`config.mk`:
```
export PLATFORM = sky130hd
export DESIGN_NAME = ld_search_ctrl
export DESIGN_NICKNAME = d
export VERILOG_FILES = /design/src/rtl/ld_search_pkg.sv /design/src/rtl/ld_pattern_gen.sv /design/src/rtl/ld_rank_sel.sv /design/src/rtl/ld_search_ctrl.sv
export SDC_FILE = /design/constraint.sdc
export NUM_CORES = 1
export LEC_CHECK = 0
export BUFFER_PORTS_ARGS = -buffer_cell sky130_fd_sc_hd__buf_2
export CAP_MARGIN = 25
export CORE_ASPECT_RATIO = 1.4
export CORE_MARGIN = 2
export CORE_UTILIZATION = 30
export DETAILED_ROUTE_END_ITERATION = 8
export PLACE_DENSITY = 0.51
export SLEW_MARGIN = 10
export SYNTH_ARGS = -nofsm -noshare
export SYNTH_HDL_FRONTEND = slang
export SYNTH_SLANG_ARGS = --single-unit
```
`constraint.sdc`:
```
create_clock -name clk -period 40.4 [get_ports clk]
set_input_delay 6.06 -clock clk [delete_from_list [all_inputs] [get_ports clk]]
set_output_delay 6.06 -clock clk [all_outputs]
set_load 0.1 [all_outputs]
```
`src/rtl/ld_search_pkg.sv`:
```
package ld_search_pkg;

  localparam int NSLOT      = 5;
  localparam int LINE_SLOTS = 3;
  localparam logic [2:0] NO_WIN = 3'd7;

  typedef enum logic [1:0] {ST_IDLE, ST_ISSUE, ST_WAIT, ST_FIN} srch_st_e;

  // window membership test on plain integers
  function automatic logic pt_ok(input int x, input int y, input int r);
    return (x >= -r) && (x <= r) && (y >= -r) && (y <= r);
  endfunction

  // diamond offsets, slot order is the ranking order
  function automatic int dia_dx(input int slot);
    return (slot == 1) ? -1 : (slot == 2) ? 1 : 0;
  endfunction

  function automatic int dia_dy(input int slot);
    return (slot == 3) ? -1 : (slot == 4) ? 1 : 0;
  endfunction

endpackage

```
`src/rtl/ld_pattern_gen.sv`:
```
module ld_pattern_gen
  import ld_search_pkg::*;
#(
  parameter int WW    = 8,
  parameter int RANGE = 16
) (
  input  logic                 line_mode,
  input  logic signed [WW-1:0] fx,
  input  logic signed [WW-1:0] fy,
  input  logic signed [1:0]    dx,
  input  logic signed [1:0]    dy,
  output logic signed [WW-1:0] pt_x [NSLOT],
  output logic signed [WW-1:0] pt_y [NSLOT],
  output logic [NSLOT-1:0]     mask
);

  logic signed [WW-1:0] dxw, dyw;
  assign dxw = WW'(dx);
  assign dyw = WW'(dy);

  for (genvar i = 0; i < NSLOT; i++) begin : g_slot
    localparam logic signed [WW-1:0] STEP = WW'(i + 1);
    always_comb begin
      if (line_mode) begin
        if (i < LINE_SLOTS) begin
          pt_x[i] = fx + dxw * STEP;
          pt_y[i] = fy + dyw * STEP;
          mask[i] = pt_ok(int'(pt_x[i]), int'(pt_y[i]), RANGE);
        end else begin
          pt_x[i] = '0;
          pt_y[i] = '0;
          mask[i] = 1'b0;
        end
      end else begin
        pt_x[i] = WW'(dia_dx(i));
        pt_y[i] = WW'(dia_dy(i));
        mask[i] = pt_ok(dia_dx(i), dia_dy(i), RANGE);
      end
    end
  end

endmodule

```
`src/rtl/ld_rank_sel.sv`:
```
module ld_rank_sel
  import ld_search_pkg::*;
#(
  parameter int SAD_W = 16
) (
  input  logic [NSLOT*SAD_W-1:0] sad_flat,
  input  logic [NSLOT-1:0]       mask,
  input  logic                   use_held,
  input  logic [SAD_W-1:0]       held_sad,
  output logic [2:0]             win_idx,
  output logic [SAD_W-1:0]       win_sad
);

  logic             have;
  logic [SAD_W-1:0] cur;

  // earlier slot keeps a tie; held best ranks ahead of every slot
  always_comb begin
    have    = use_held;
    cur     = held_sad;
    win_idx = NO_WIN;
    for (int i = 0; i < NSLOT; i++) begin
      if (mask[i] && (!have || sad_flat[i*SAD_W +: SAD_W] < cur)) begin
        have    = 1'b1;
        cur     = sad_flat[i*SAD_W +: SAD_W];
        win_idx = 3'(i);
      end
    end
    win_sad = cur;
  end

endmodule

```
`src/rtl/ld_search_ctrl.sv`:
```
module ld_search_ctrl
  import ld_search_pkg::*;
#(
  parameter int MV_W     = 6,
  parameter int SAD_W    = 16,
  parameter int RANGE    = 16,
  parameter int MAX_ITER = 6
) (
  input  logic                   clk,
  input  logic                   rst_n,
  input  logic                   start,
  input  logic                   fb_vld,
  input  logic [NSLOT*SAD_W-1:0] fb_sad,
  output logic [NSLOT*MV_W-1:0]  cand_x,
  output logic [NSLOT*MV_W-1:0]  cand_y,
  output logic [NSLOT-1:0]       cand_vld,
  output logic                   launch,
  output logic                   done,
  output logic [MV_W-1:0]        best_x,
  output logic [MV_W-1:0]        best_y,
  output logic [SAD_W-1:0]       best_sad
);

  localparam int WW = MV_W + 2;
  localparam int IW = $clog2(MAX_ITER + 1);

  srch_st_e             st_q;
  logic                 line_q;
  logic signed [WW-1:0] fx_q, fy_q, cx_q, cy_q;
  logic signed [1:0]    dx_q, dy_q;
  logic [SAD_W-1:0]     held_q;
  logic [IW-1:0]        iter_q;

  logic signed [WW-1:0] pt_x [NSLOT];
  logic signed [WW-1:0] pt_y [NSLOT];
  logic [NSLOT-1:0]     mask;
  logic [2:0]           win_idx, sel;
  logic [SAD_W-1:0]     win_sad;

  ld_pattern_gen #(.WW(WW), .RANGE(RANGE)) u_pat (
    .line_mode(line_q), .fx(fx_q), .fy(fy_q), .dx(dx_q), .dy(dy_q),
    .pt_x(pt_x), .pt_y(pt_y), .mask(mask)
  );

  ld_rank_sel #(.SAD_W(SAD_W)) u_rank (
    .sad_flat(fb_sad), .mask(mask), .use_held(line_q), .held_sad(held_q),
    .win_idx(win_idx), .win_sad(win_sad)
  );

  // named events for the checks
  logic ev_result, ev_centre, ev_improve, ev_cap;
  logic signed [WW-1:0] wx, wy, nd_x, nd_y, nl_fx, nl_fy;

  assign sel        = (win_idx < 3'(NSLOT)) ? win_idx : 3'd0;
  assign wx         = pt_x[sel];
  assign wy         = pt_y[sel];
  assign ev_result  = (st_q == ST_WAIT) && fb_vld;
  assign ev_centre  = ev_result && !line_q && (win_idx == 3'd0);
  assign ev_improve = ev_result && line_q && (win_idx != NO_WIN);
  assign ev_cap     = (iter_q == IW'(MAX_ITER - 1));
  assign nd_x       = wx + wx;                  // one step past the diamond winner
  assign nd_y       = wy + wy;
  assign nl_fx      = fx_q + WW'(dx_q) * WW'(3);
  assign nl_fy      = fy_q + WW'(dy_q) * WW'(3);

  always_ff @(posedge clk) begin
    if (!rst_n) begin
      st_q   <= ST_IDLE;
      line_q <= 1'b0;
      fx_q   <= '0;  fy_q <= '0;
      cx_q   <= '0;  cy_q <= '0;
      dx_q   <= '0;  dy_q <= '0;
      held_q <= '0;
      iter_q <= '0;
    end else begin
      case (st_q)
        ST_IDLE: if (start) begin
          st_q   <= ST_ISSUE;
          line_q <= 1'b0;
          fx_q   <= '0;  fy_q <= '0;
          dx_q   <= '0;  dy_q <= '0;
          iter_q <= '0;
        end
        ST_ISSUE: st_q <= ST_WAIT;
        ST_WAIT: if (fb_vld) begin
          if (!line_q) begin
            cx_q   <= wx;  cy_q <= wy;
            held_q <= win_sad;
            if (win_idx == 3'd0) begin
              st_q <= ST_FIN;
            end else begin
              line_q <= 1'b1;
              dx_q   <= wx[1:0];  dy_q <= wy[1:0];
              fx_q   <= wx;       fy_q <= wy;
              st_q   <= pt_ok(int'(nd_x), int'(nd_y), RANGE) ? ST_ISSUE : ST_FIN;
            end
          end else if (win_idx == NO_WIN) begin
            st_q <= ST_FIN;
          end else begin
            cx_q   <= wx;  cy_q <= wy;
            held_q <= win_sad;
            fx_q   <= nl_fx;  fy_q <= nl_fy;
            iter_q <= iter_q + 1'b1;
            if (ev_cap)
              st_q <= ST_FIN;
            else
              st_q <= pt_ok(int'(nl_fx + WW'(dx_q)), int'(nl_fy + WW'(dy_q)), RANGE)
                      ? ST_ISSUE : ST_FIN;
          end
        end
        default: st_q <= ST_IDLE;
      endcase
    end
  end

  assign launch   = (st_q == ST_ISSUE);
  assign done     = (st_q == ST_FIN);
  assign cand_vld = launch ? mask : '0;
  assign best_x   = cx_q[MV_W-1:0];
  assign best_y   = cy_q[MV_W-1:0];
  assign best_sad = held_q;

  for (genvar i = 0; i < NSLOT; i++) begin : g_out
    assign cand_x[i*MV_W +: MV_W] = pt_x[i][MV_W-1:0];
    assign cand_y[i*MV_W +: MV_W] = pt_y[i][MV_W-1:0];
  end


  start_launch_chk: assert property (@(posedge clk) disable iff (!rst_n)
    (st_q == ST_IDLE && start) |=> (launch && cand_vld == {NSLOT{1'b1}}));

  centre_stop_chk: assert property (@(posedge clk) disable iff (!rst_n)
    ev_centre |=> (done && best_x == '0 && best_y == '0));

  slot0_live_chk: assert property (@(posedge clk) disable iff (!rst_n)
    launch |-> cand_vld[0]);

  improve_chk: assert property (@(posedge clk) disable iff (!rst_n)
    ev_improve |=> (held_q < $past(held_q)));

  best_range_chk: assert property (@(posedge clk) disable iff (!rst_n)
    done |-> pt_ok(int'(cx_q), int'(cy_q), RANGE));

  iter_cap_chk: assert property (@(posedge clk) disable iff (!rst_n)
    int'(iter_q) <= MAX_ITER);

  done_pulse_chk: assert property (@(posedge clk) disable iff (!rst_n)
    done |=> (!done && $stable(best_x) && $stable(best_y)));

  busy_start_chk: assert property (@(posedge clk) disable iff (!rst_n)
    (st_q == ST_WAIT && start && !fb_vld) |=> (st_q == ST_WAIT));

endmodule

```
Word level (Yosys, flattened, before mapping):

Cells that the tools add are included.

* output and inout port bits: 95
* bits in registers: 54

* bitwise logic cells: 1
* add/sub/neg operators: 11
* reduce and logical (&&, ||, !) cells: 39
* order comparisons: 27
* eq/ne operators: 14
* multiplexer cells: 79
* multipliers: 2

Operators by type and width (count)
* $mux W8: 20
* $mux W16: 7
* $lt A16 B16 Y1: 5
* $ge A8 B5 Y1 const B: 8
* $le A8 B6 Y1 const B: 8
* $bmux W8 S3: 2
* $pmux W8 S2: 2
* $mux W2: 15
* $mux W3: 10
* $mux W6: 4
* $logic_and A1 B1 Y1: 20
* $add A8 B2 Y9: 2
* $ge A9 B5 Y1 const B: 2
* $le A9 B6 Y1 const B: 2
* $add A8 B2 Y8: 2
* $add A8 B3 Y8: 2
* $add A8 B5 Y8: 2
* $add A8 B8 Y8: 2
* $reduce_and A5 Y1: 3
* $ne A2 B2 Y1 const B: 7
* $mux W1: 13
* $mul A2 B3 Y5 const B: 2
* $pmux W2 S2: 2
* $eq A3 B3 Y1 const B: 2
* 18 further kinds: 29

Longest topological paths before layout:

Gate-level depths: netlist of run 1.

* depth after elaboration: 40
* gate-level depth with buffers: 62

By module:

A second synthesis of run 1 with hierarchy kept.

* cells, all modules: 1288
* area total of the unflattened synthesis: 9934.5 µm²

By module, submodules not included
* ld_search_ctrl: instances 1, area each 4530.6 µm², cells each 572
* ld_rank_sel: instances 1, area each 3031.7 µm², cells each 399
* ld_pattern_gen: instances 1, area each 2372.3 µm², cells each 317

Worst setup path before layout of run 1:

No wires, ideal clock.

* kind: input-to-reg
* start point: input fb_sad[9]
* end point: register fx_q[2]
* buffers on the path: 8
* required time: 40326 ps
* stages: 57
* library setup time: 74 ps
* slack: 23369 ps
* arrival time: 16956 ps
* cells stage by stage: ha_1 -> a21o_1 -> a21o_1 -> a211o_1 -> a21oi_1 -> o21ai_0 -> o31ai_4 -> clkbuf_1 -> nor2_1 -> a21oi_1 -> ha_1 -> a21o_1 -> a21o_1 -> a21o_1 -> a21o_1 -> a211o_1 -> a21oi_1 -> and2_1 -> (+21 left out) -> a21oi_1 -> nor2b_1 -> o21ai_0 -> o311ai_0 -> a211o_1 -> clkbuf_1 -> a21o_1 -> ha_1 -> nand4_1 -> or2_2 -> a211oi_1 -> o41ai_2 -> o21a_1 -> buf_6 -> o41ai_4 -> buf_6 -> nand2_1 -> o211ai_2

* cells in the longest elaborated chain, start to end: 30

RTL lines
* from (decl): line ld_search_ctrl.sv:13 `input logic [NSLOT*SAD_W-1:0] fb_sad,`
* $lt A16 B16 Y1: line ld_rank_sel.sv:23 `if (mask[i] && (!have || sad_flat[i*SAD_W +: SAD_W] < cur)) begin`
* $logic_or A1 B1 Y1: line ld_rank_sel.sv:23
* $logic_and A1 B1 Y1: line ld_rank_sel.sv:23
* $mux W16 or $mux W1 (tied branches): line ld_rank_sel.sv:23
* $lt A16 B16 Y1 or $logic_not A1 Y1 (tied branches): line ld_rank_sel.sv:23
* $logic_or A1 B1 Y1: line ld_rank_sel.sv:23
* $logic_and A1 B1 Y1: line ld_rank_sel.sv:23
* $mux W16 or $mux W1 (tied branches): line ld_rank_sel.sv:23
* (+13 left out)
* $mux W3: line ld_search_ctrl.sv:54 `assign sel = (win_idx < 3'(NSLOT)) ? win_idx : 3'd0;`
* $not A3 Y4 (implied by the code): line ld_search_ctrl.sv:55 `assign wx = pt_x[sel];`
* $bmux W8 S3: line ld_search_ctrl.sv:55
* $mux W8 (implied by the code) (2 in a row): line ld_search_ctrl.sv:55
* $mux W8: line ld_search_ctrl.sv:89 `if (win_idx == 3'd0) begin`
* $mux W8: line ld_search_ctrl.sv:86 `if (!line_q) begin`
* $mux W8: line ld_search_ctrl.sv:85 `ST_WAIT: if (fb_vld) begin`
* $pmux W8 S2: line ld_search_ctrl.sv:76 `case (st_q)`
* to (signal assigned): line ld_search_ctrl.sv:94 `fx_q <= wx; fy_q <= wy;`
* to (signal assigned): line ld_search_ctrl.sv:102 `fx_q <= nl_fx; fy_q <= nl_fy;`
* to (decl): line ld_search_ctrl.sv:29 `logic signed [WW-1:0] fx_q, fy_q, cx_q, cy_q;`

Every way passes the cells marked *; elsewhere a longest branch is shown, timed or not. The select of a mux whose other input is x is not followed.
A chain may end at the register's enable or synchronous reset.

Worst setup path after layout of run 1:

* start point: input fb_sad[9]
* end point: register dy_q[0]

* cells in the longest elaborated chain, start to end: 30

RTL lines
* $lt A16 B16 Y1: line ld_rank_sel.sv:23
* $logic_or A1 B1 Y1: line ld_rank_sel.sv:23
* $logic_and A1 B1 Y1: line ld_rank_sel.sv:23
* $mux W16 or $mux W1 (tied branches): line ld_rank_sel.sv:23
* $lt A16 B16 Y1 or $logic_not A1 Y1 (tied branches): line ld_rank_sel.sv:23
* $logic_or A1 B1 Y1: line ld_rank_sel.sv:23
* $logic_and A1 B1 Y1: line ld_rank_sel.sv:23
* $mux W16 or $mux W1 (tied branches): line ld_rank_sel.sv:23
* (+13 left out)
* $mux W3: line ld_search_ctrl.sv:54
* $not A3 Y4 (implied by the code): line ld_search_ctrl.sv:56 `assign wy = pt_y[sel];`
* $bmux W8 S3: line ld_search_ctrl.sv:56
* $mux W8 (implied by the code) (2 in a row): line ld_search_ctrl.sv:56
* $mux W2: line ld_search_ctrl.sv:89
* $mux W2: line ld_search_ctrl.sv:86
* $mux W2: line ld_search_ctrl.sv:85
* $pmux W2 S2: line ld_search_ctrl.sv:76
* to (signal assigned): line ld_search_ctrl.sv:93 `dx_q <= wx[1:0]; dy_q <= wy[1:0];`
* to (decl): line ld_search_ctrl.sv:30 `logic signed [1:0] dx_q, dy_q;`

Marks and branches as above.

==> metrics.md, run 1 <==
| Metric | Value |
|---|---|
| Core Region | `27480 µm²` |
| Path type of the worst min-delay path | `flop to flop` |
| Total of flip-flops plus latches after synthesis | `54` |
| Element type at the critical path start | `input port` |
| Top metal layer carrying routed signals | `met4` |
| Minimum clock period after layout | `19.24 ns` |
| Hold-critical path depth | `2` |
| Clock Latency Late Sink | `0.31 ns` |
| Number of clock sinks | `54` |
| Required time reported for the critical path endpoint | `40.66 ns` |
| Mean instance size in the synthesized netlist | `7.655 µm²` |
| Synth Area in Adders | `0.2155` |
| FF-to-FF setup slack | `25.29 ns` |
| Sum of internal, switching and leakage power | `229.2 µW` |
| Post-cts resize count | `0` |
| Number of buffers inserted during clock tree synthesis | `5` |
| Worst-path clk slew | `0.08 ns` |
| Width of the chip | `145.0 µm` |
| Count of yosys warnings during synthesis | `0` |
| Remaining max-slew budget at the tightest pin | `0.3314` |
| Register area share after synthesis | `0.1296` |
| Final Instance Area | `9537 µm²` |
| Max-capacitance violation count | `0` |
| Residual antenna-violating net count after detailed routing | `0` |
| Fmax | `51.98 MHz` |
| Detailed placement HPWL | `26890 µm` |
| Overall Global Routing Usage | `0.2120` |
| Startpoint-to-endpoint class of the critical path | `input port to flop` |
| M1 wire length | `12320 µm` |
| Overall die area | `29180 µm²` |
| Wire per inst | `20.12 µm` |
| Beginning of the worst register-to-register path | `dx_q[1]` |
| Die Ht | `201.3 µm` |
| Number of setup buffers added after CTS | `0` |
| Vias after detailed routing | `8526` |
| Largest family of logic cells by synthesized area | `compound AO/OA/AOI/OAI gates` |
| Stage delay of the slowest cell on the critical path | `0.75 ns` |
| Setup-failing EPs final | `0` |
| H-tree depth | `2` |
| Clock Path Buffers | `2` |
| Final-stage net count | `1430` |
| Placer's final routability congestion estimate | `0.9311` |
| Number of standard-cell rows in the floorplan | `72` |
| Pin count of the biggest net entering global routing | `43` |
| Hold Fails Final Rpt | `0` |
| Result of the run | `finished clean` |
| Worst Min Path Start | `cy_q[1]` |
| Initial core utilization | `0.3037` |
| Slowest cell on the critical path | `sky130_fd_sc_hd__o21bai_1` |
| Met3 layer wire length in the routed design | `1304 µm` |
| Xor and xnor fraction of the mapped netlist area | `0.04918` |
| Final setup skew | `0.01543 ns` |
| Multiplexer share of the synthesized area | `0.03164` |
| LEAKAGE | `4.630 nW` |
| Crit path capture type | `flop` |
| Num ports | `179` |
| CTS Hold Buffers Added | `0` |
| Category of cells accounting for the largest share of critical-path delay | `compound AO/OA/AOI/OAI gates` |
| First drt pass iteration count | `5` |
| Antenna cells | `0` |
| Layout Utilization | `0.3471` |
| Crit Path Max Fanout | `39` |
| Reg2reg end | `dy_q[0]` |
| Worst IR Drop VDD | `15.69 µV` |
| Share of final-layout standard cells stronger than drive strength 1 | `0.1654` |
| Async set-or-reset flop fraction in the synthesized netlist | `0` |
| Cell at the root of the clock tree | `sky130_fd_sc_hd__clkbuf_16` |
| Setup TNS | `0 ns` |
| Number of slew-limit violations in the final report | `0` |
| Area share of and/or/nand/nor cells after synthesis | `0.1826` |
| Worst hold slack after final layout | `0.4648 ns` |
| Ratio of total power to cell area | `24.03 nW/µm²` |
| Reg2reg path depth | `52` |
| DRC violations left | `0` |
| Global-route wire length before repair | `48140 µm` |
| Predominant post-synthesis flop cell | `sky130_fd_sc_hd__dfxtp_1` |
| Critical Path Most Common Cell | `sky130_fd_sc_hd__a21o_1` |
| Final global-route overflow total | `0` |
| Filler cell count | `2963` |
| Wirelength, routed | `31900 µm` |
| Slew of the pin with the lowest slew margin | `1.001 ns` |
| Instance area after placement | `9341 µm²` |
| Instance count of the mapped netlist | `1090` |
| WP data arrival | `19.50 ns` |
| Number of buffers inserted by port buffering | `161` |
| Setup repair after global routing missed its margin | `no` |
| Share of the synthesized area in compound gates (AO/OA/AOI/OAI) | `0.3035` |
| Post-synthesis instance area | `8344 µm²` |
| DR iter-0 viols | `450` |
| Number of flops mapped to enable cells by yosys | `0` |
| Via-to-Cell Ratio | `5.379` |
| Vias in the first global route | `8517` |
| Number of distinct library cells after synthesis | `88` |
| Crit share post-route | `0.4762` |
| Amount of wire on met2 after detailed routing | `16340 µm` |
| Endpoint of the worst hold-timing path | `cy_q[1]` |
| Post-synthesis to final-layout area growth | `14.29%` |
| Number of antenna violations at the first check in global routing | `0` |
| TritonCTS clock tree | `done` |
| Worst path buffer plus inverter count | `5` |
## cells by family (layout without fill, tap and decap cells)
logic type | count (synthesis) | count (layout)
AOI/OAI and AO/OA | 355 | 355
xor gates and xnor gates | 46 | 46
adders and majority gates | 136 | 136
buffers and inverters | 161 | 270
DFF | 54 | 54
muxes | 26 | 26
other | 1 | 17
and+or+nand+nor | 311 | 311
## routing by layer
metal / up-vias / track usage
met3: 61 / 0.02789
met4: 0 / 0.1181
met2: 279 / 0.4005
li1: 4181 / -
met5: - / 0
met1: 4005 / 0.2254
## tightest hold or removal path: stages, from the launching register on
cell and delay (ns):
sky130_fd_sc_hd__dfxtp_1 0.32, sky130_fd_sc_hd__nand2_1 0.05, sky130_fd_sc_hd__a21oi_1 0.05
## flip-flops by register name, indices dropped and copies added (netlist names)
register and flops:
dy_q 2, fy_q 8, iter_q 3, best_sad 16, st_q 2, cx_q 6
cy_q 6, line_q 1, dx_q 2, fx_q 8
## placed cells by master, fill, tap and decap left out, types with 6 or more instances in the layout
cell,netlist,layout
sky130_fd_sc_hd__o21ai_0,38,38
sky130_fd_sc_hd__or3_1,8,8
sky130_fd_sc_hd__o21a_1,13,13
sky130_fd_sc_hd__a32o_1,8,8
sky130_fd_sc_hd__a21o_1,52,52
sky130_fd_sc_hd__o21bai_1,11,11
sky130_fd_sc_hd__dfxtp_1,54,53
sky130_fd_sc_hd__o31ai_1,10,10
sky130_fd_sc_hd__fa_1,14,14
sky130_fd_sc_hd__clkbuf_16,0,6
sky130_fd_sc_hd__xnor2_1,26,26
sky130_fd_sc_hd__nand3_1,11,11
sky130_fd_sc_hd__o211ai_1,12,12
sky130_fd_sc_hd__conb_1,1,17
sky130_fd_sc_hd__nand2_1,79,79
sky130_fd_sc_hd__a211oi_1,12,12
sky130_fd_sc_hd__mux2i_1,23,23
sky130_fd_sc_hd__nor2b_1,12,12
sky130_fd_sc_hd__buf_2,11,161
sky130_fd_sc_hd__nand2b_1,28,28
sky130_fd_sc_hd__nand4_1,21,21
sky130_fd_sc_hd__a31oi_1,8,8
sky130_fd_sc_hd__a22o_1,6,6
sky130_fd_sc_hd__inv_1,93,93
sky130_fd_sc_hd__and3_1,6,6
sky130_fd_sc_hd__nor2_1,95,95
sky130_fd_sc_hd__xor2_1,19,19
sky130_fd_sc_hd__ha_1,118,118
sky130_fd_sc_hd__nor3_1,11,11
sky130_fd_sc_hd__and2_1,14,14
sky130_fd_sc_hd__a221oi_1,15,15
sky130_fd_sc_hd__nand3b_1,6,6
sky130_fd_sc_hd__o21ai_1,9,7
sky130_fd_sc_hd__a21oi_1,94,94
## worst max-delay path by stage
stage                    from      end  slack [ns]  depth (start not counted)
global placement    fb_sad[9]  fy_q[6]       21.52                         50
floorplan           fb_sad[9]  fx_q[2]       23.37                         57
CTS                 fb_sad[9]  fx_q[6]       21.36                         53
global route        fb_sad[9]  fx_q[6]       20.24                         53
finish              fb_sad[9]  dy_q[0]       21.16                         53
detailed placement  fb_sad[9]  fx_q[6]       21.05                         53
## cell type report
cell class / count / area [µm²] / area share
Timing Repair Buffer: 168 / 883.3 / 0.09263
Multi-Input combinational cell: 891 / 6600 / 0.6921
Clock inverter: 2 / 16.27 / 0.001706
Tap cell: 370 / 462.9 / 0.04854
Clock buffer: 6 / 138.9 / 0.01456
Inverter: 94 / 352.8 / 0.03700
Sequential cell: 54 / 1082 / 0.1135
## where the power goes
group,switching [mW],leakage [nW],internal [mW]
Clock,0.0227,0.0735,0.0250
Sequential,0.00119,0.436,0.0543
Combinational,0.0854,4.12,0.0405
Total,0.109,4.63,0.120
## synthesized netlist by cell type, drive strengths merged (12+ instances only)
| library cell | n | area (µm²) |
|---|---|---|
| ha | 118 | 1476 |
| a21oi | 95 | 486.7 |
| nor2 | 95 | 356.6 |
| inv | 93 | 349.1 |
| nand2 | 79 | 296.5 |
| dfxtp | 54 | 1081 |
| a21o | 52 | 390.4 |
| o21ai | 48 | 244.0 |
| buf | 43 | 287.8 |
| nand2b | 28 | 175.2 |
| xnor2 | 26 | 227.7 |
| clkbuf | 24 | 90.09 |
| mux2i | 23 | 230.2 |
| nand4 | 21 | 131.4 |
| xor2 | 20 | 182.7 |
| a221oi | 17 | 161.4 |
| and2 | 16 | 100.1 |
| o211ai | 15 | 127.6 |
| fa | 14 | 280.3 |
| a211oi | 13 | 102.6 |
| o21a | 13 | 97.59 |
| nor2b | 12 | 75.07 |
## stage by stage
stage / worst slack [ns] / cells
finish: 21.16 / 1585
CTS: 21.36 / 1583
global placement: 21.52 / 1575
detailed placement: 21.05 / 1575
global route: 20.24 / 1585
floorplan: 23.37 / 1106
No activity file was read; power rests on OpenSTA's default activity.
==> inputs of run 2 (changes only) <==
Clock period 40.4 ns to 18.1 ns, I/O delays scaled along.
==> metrics.md, run 2 (synthesis results as in run 1) <==
| Metric | Value |
|---|---|
| Instance area after placement | `9341 µm²` |
| Crit path capture type | `flop` |
| Slew of the pin with the lowest slew margin | `1.014 ns` |
| WP data arrival | `16.04 ns` |
| Result of the run | `finished clean` |
| Wire per inst | `20.16 µm` |
| Fmax | `63.37 MHz` |
| Initial core utilization | `0.3037` |
| DR iter-0 viols | `462` |
| Cell at the root of the clock tree | `sky130_fd_sc_hd__clkbuf_16` |
| Ratio of total power to cell area | `54.51 nW/µm²` |
| Minimum clock period after layout | `15.78 ns` |
| Die Ht | `201.3 µm` |
| Final global-route overflow total | `0` |
| Residual antenna-violating net count after detailed routing | `0` |
| Remaining max-slew budget at the tightest pin | `0.3242` |
| Worst-path clk slew | `0.07 ns` |
| Reg2reg path depth | `51` |
| Crit Path Max Fanout | `39` |
| Top metal layer carrying routed signals | `met4` |
| Most frequent standard cell in the layout excluding fill and tap cells | `sky130_fd_sc_hd__buf_2` |
| Number of setup buffers added after CTS | `0` |
| Hold Fails Final Rpt | `0` |
| Final-stage net count | `1430` |
| Detailed placement HPWL | `26850 µm` |
| Worst IR Drop VDD | `34.66 µV` |
| Antenna cells | `0` |
| Final setup skew | `0.007502 ns` |
| LEAKAGE | `4.640 nW` |
| Vias in the first global route | `8564` |
| Overall die area | `29180 µm²` |
| DRC violations left | `0` |
| Number of clock sinks | `54` |
| Max-capacitance violation count | `0` |
| Leading cell types in the layout, fill and taps excluded | `161 x sky130_fd_sc_hd__buf_2, 118 x sky130_fd_sc_hd__ha_1, 95 x sky130_fd_sc_hd__nor2_1` |
| Beginning of the worst register-to-register path | `dx_q[1]` |
| Beginning of the critical path | `fb_sad[9]` |
| Number of antenna violations at the first check in global routing | `0` |
| TritonCTS clock tree | `done` |
| Via-to-Cell Ratio | `5.329` |
| Post-synthesis to final-layout area growth | `14.41%` |
| Global-route wire length before repair | `48580 µm` |
| Width of the chip | `145.0 µm` |
| H-tree depth | `2` |
| Pre-CTS setup slack | `2.091 ns` |
| Setup TNS | `0 ns` |
| Share of final-layout standard cells stronger than drive strength 1 | `0.1654` |
| Number of slew-limit violations in the final report | `0` |
| Timing endpoint of the critical path | `fy_q[7]` |
| Setup repair after global routing missed its margin | `no` |
| Element type at the critical path start | `input port` |
| Overall Global Routing Usage | `0.2143` |
| Final Instance Area | `9547 µm²` |
| CTS Hold Buffers Added | `0` |
| Num ports | `179` |
| Core Region | `27480 µm²` |
| Minimum setup slack in the final design | `2.319 ns` |
| Wirelength, routed | `31950 µm` |
| Number of standard-cell rows in the floorplan | `72` |
| Number of buffers inserted by port buffering | `161` |
| Placer's final routability congestion estimate | `0.9330` |
| Number of flip-flops in the largest register | `16` |
| Critical Path Most Common Cell | `sky130_fd_sc_hd__a21o_1` |
| Slowest cell on the critical path | `sky130_fd_sc_hd__o41ai_4` |
| Post-cts resize count | `0` |
| Pin count of the biggest net entering global routing | `43` |
| Path type of the worst min-delay path | `flop to flop` |
| Met3 layer wire length in the routed design | `1269 µm` |
| Number of buffers inserted during clock tree synthesis | `5` |
| Vias after detailed routing | `8447` |
| Required time reported for the critical path endpoint | `18.35 ns` |
| FF-to-FF setup slack | `3.20 ns` |
| Clock Latency Late Sink | `0.31 ns` |
| Reg2reg end | `fy_q[7]` |
| Stage delay of the slowest cell on the critical path | `0.99 ns` |
| M1 wire length | `12300 µm` |
| Crit share post-route | `0.8719` |
| First drt pass iteration count | `4` |
| Clock Path Buffers | `2` |
| Startpoint-to-endpoint class of the critical path | `input port to flop` |
| Amount of wire on met2 after detailed routing | `16020 µm` |
| Setup-failing EPs final | `0` |
## run 2: worst min path at each step
stage                       start       to  slack [ns]  cells past startpoint
after floorplan           fy_q[3]  fy_q[3]        0.42                      2
after global placement    cy_q[1]  cy_q[1]        0.45                      2
after detailed placement  cy_q[1]  cy_q[1]        0.46                      2
after CTS                 cy_q[1]  cy_q[1]        0.47                      2
after global routing      cy_q[1]  cy_q[1]        0.49                      2
final                     cx_q[3]  cx_q[3]        0.47                      2
## run 2: worst max-delay path, delay by kind of cell
| kind | cells | cell delay, ns |
|---|---|---|
| AO/OA/AOI/OAI | 35 | 9.19 |
| adder cells (fa/ha/maj) | 5 | 1.48 |
| buffers and inverters | 5 | 1.10 |
| AND/OR/NAND/NOR | 6 | 1.10 |
| multiplexers | 1 | 0.43 |
## run 2: metal layers
layer | global-route usage | vias up
li1 | - | 4185
met2 | 0.3976 | 275
met1 | 0.2272 | 3910
met5 | 0 | -
met4 | 0.1330 | 0
met3 | 0.03016 | 77
## run 2: area by class of cell
cell class | count | area [µm²]
flip-flops and latches | 54 | 1082
well taps | 370 | 462.9
repair buffers | 168 | 883.3
clock buffers | 5 | 125.1
multi-input cells | 891 | 6600
clock inverters | 3 | 40.04
inverters | 94 | 352.8
fillers | 2975 | 17930
## run 2: metrics by stage
step / hold WS [ns] / cells / power, mW / util
floorplan: 0.4209 / 1106 / 0.3371 / -
global placement: 0.4510 / 1575 / 0.4021 / 0.3400
detailed placement: 0.4615 / 1575 / 0.4029 / 0.3400
CTS: 0.4727 / 1583 / 0.5193 / 0.3460
global route: 0.4854 / 1585 / 0.5546 / 0.3475
finish: 0.4691 / 1585 / 0.5204 / 0.3475
## run 2: where the power goes
part / internal (mW) / leakage, nW / switching [mW]
combinational: 0.0906 / 4.12 / 0.191
sequential: 0.121 / 0.436 / 0.00260
clock: 0.0650 / 0.0836 / 0.0502
total: 0.277 / 4.64 / 0.244
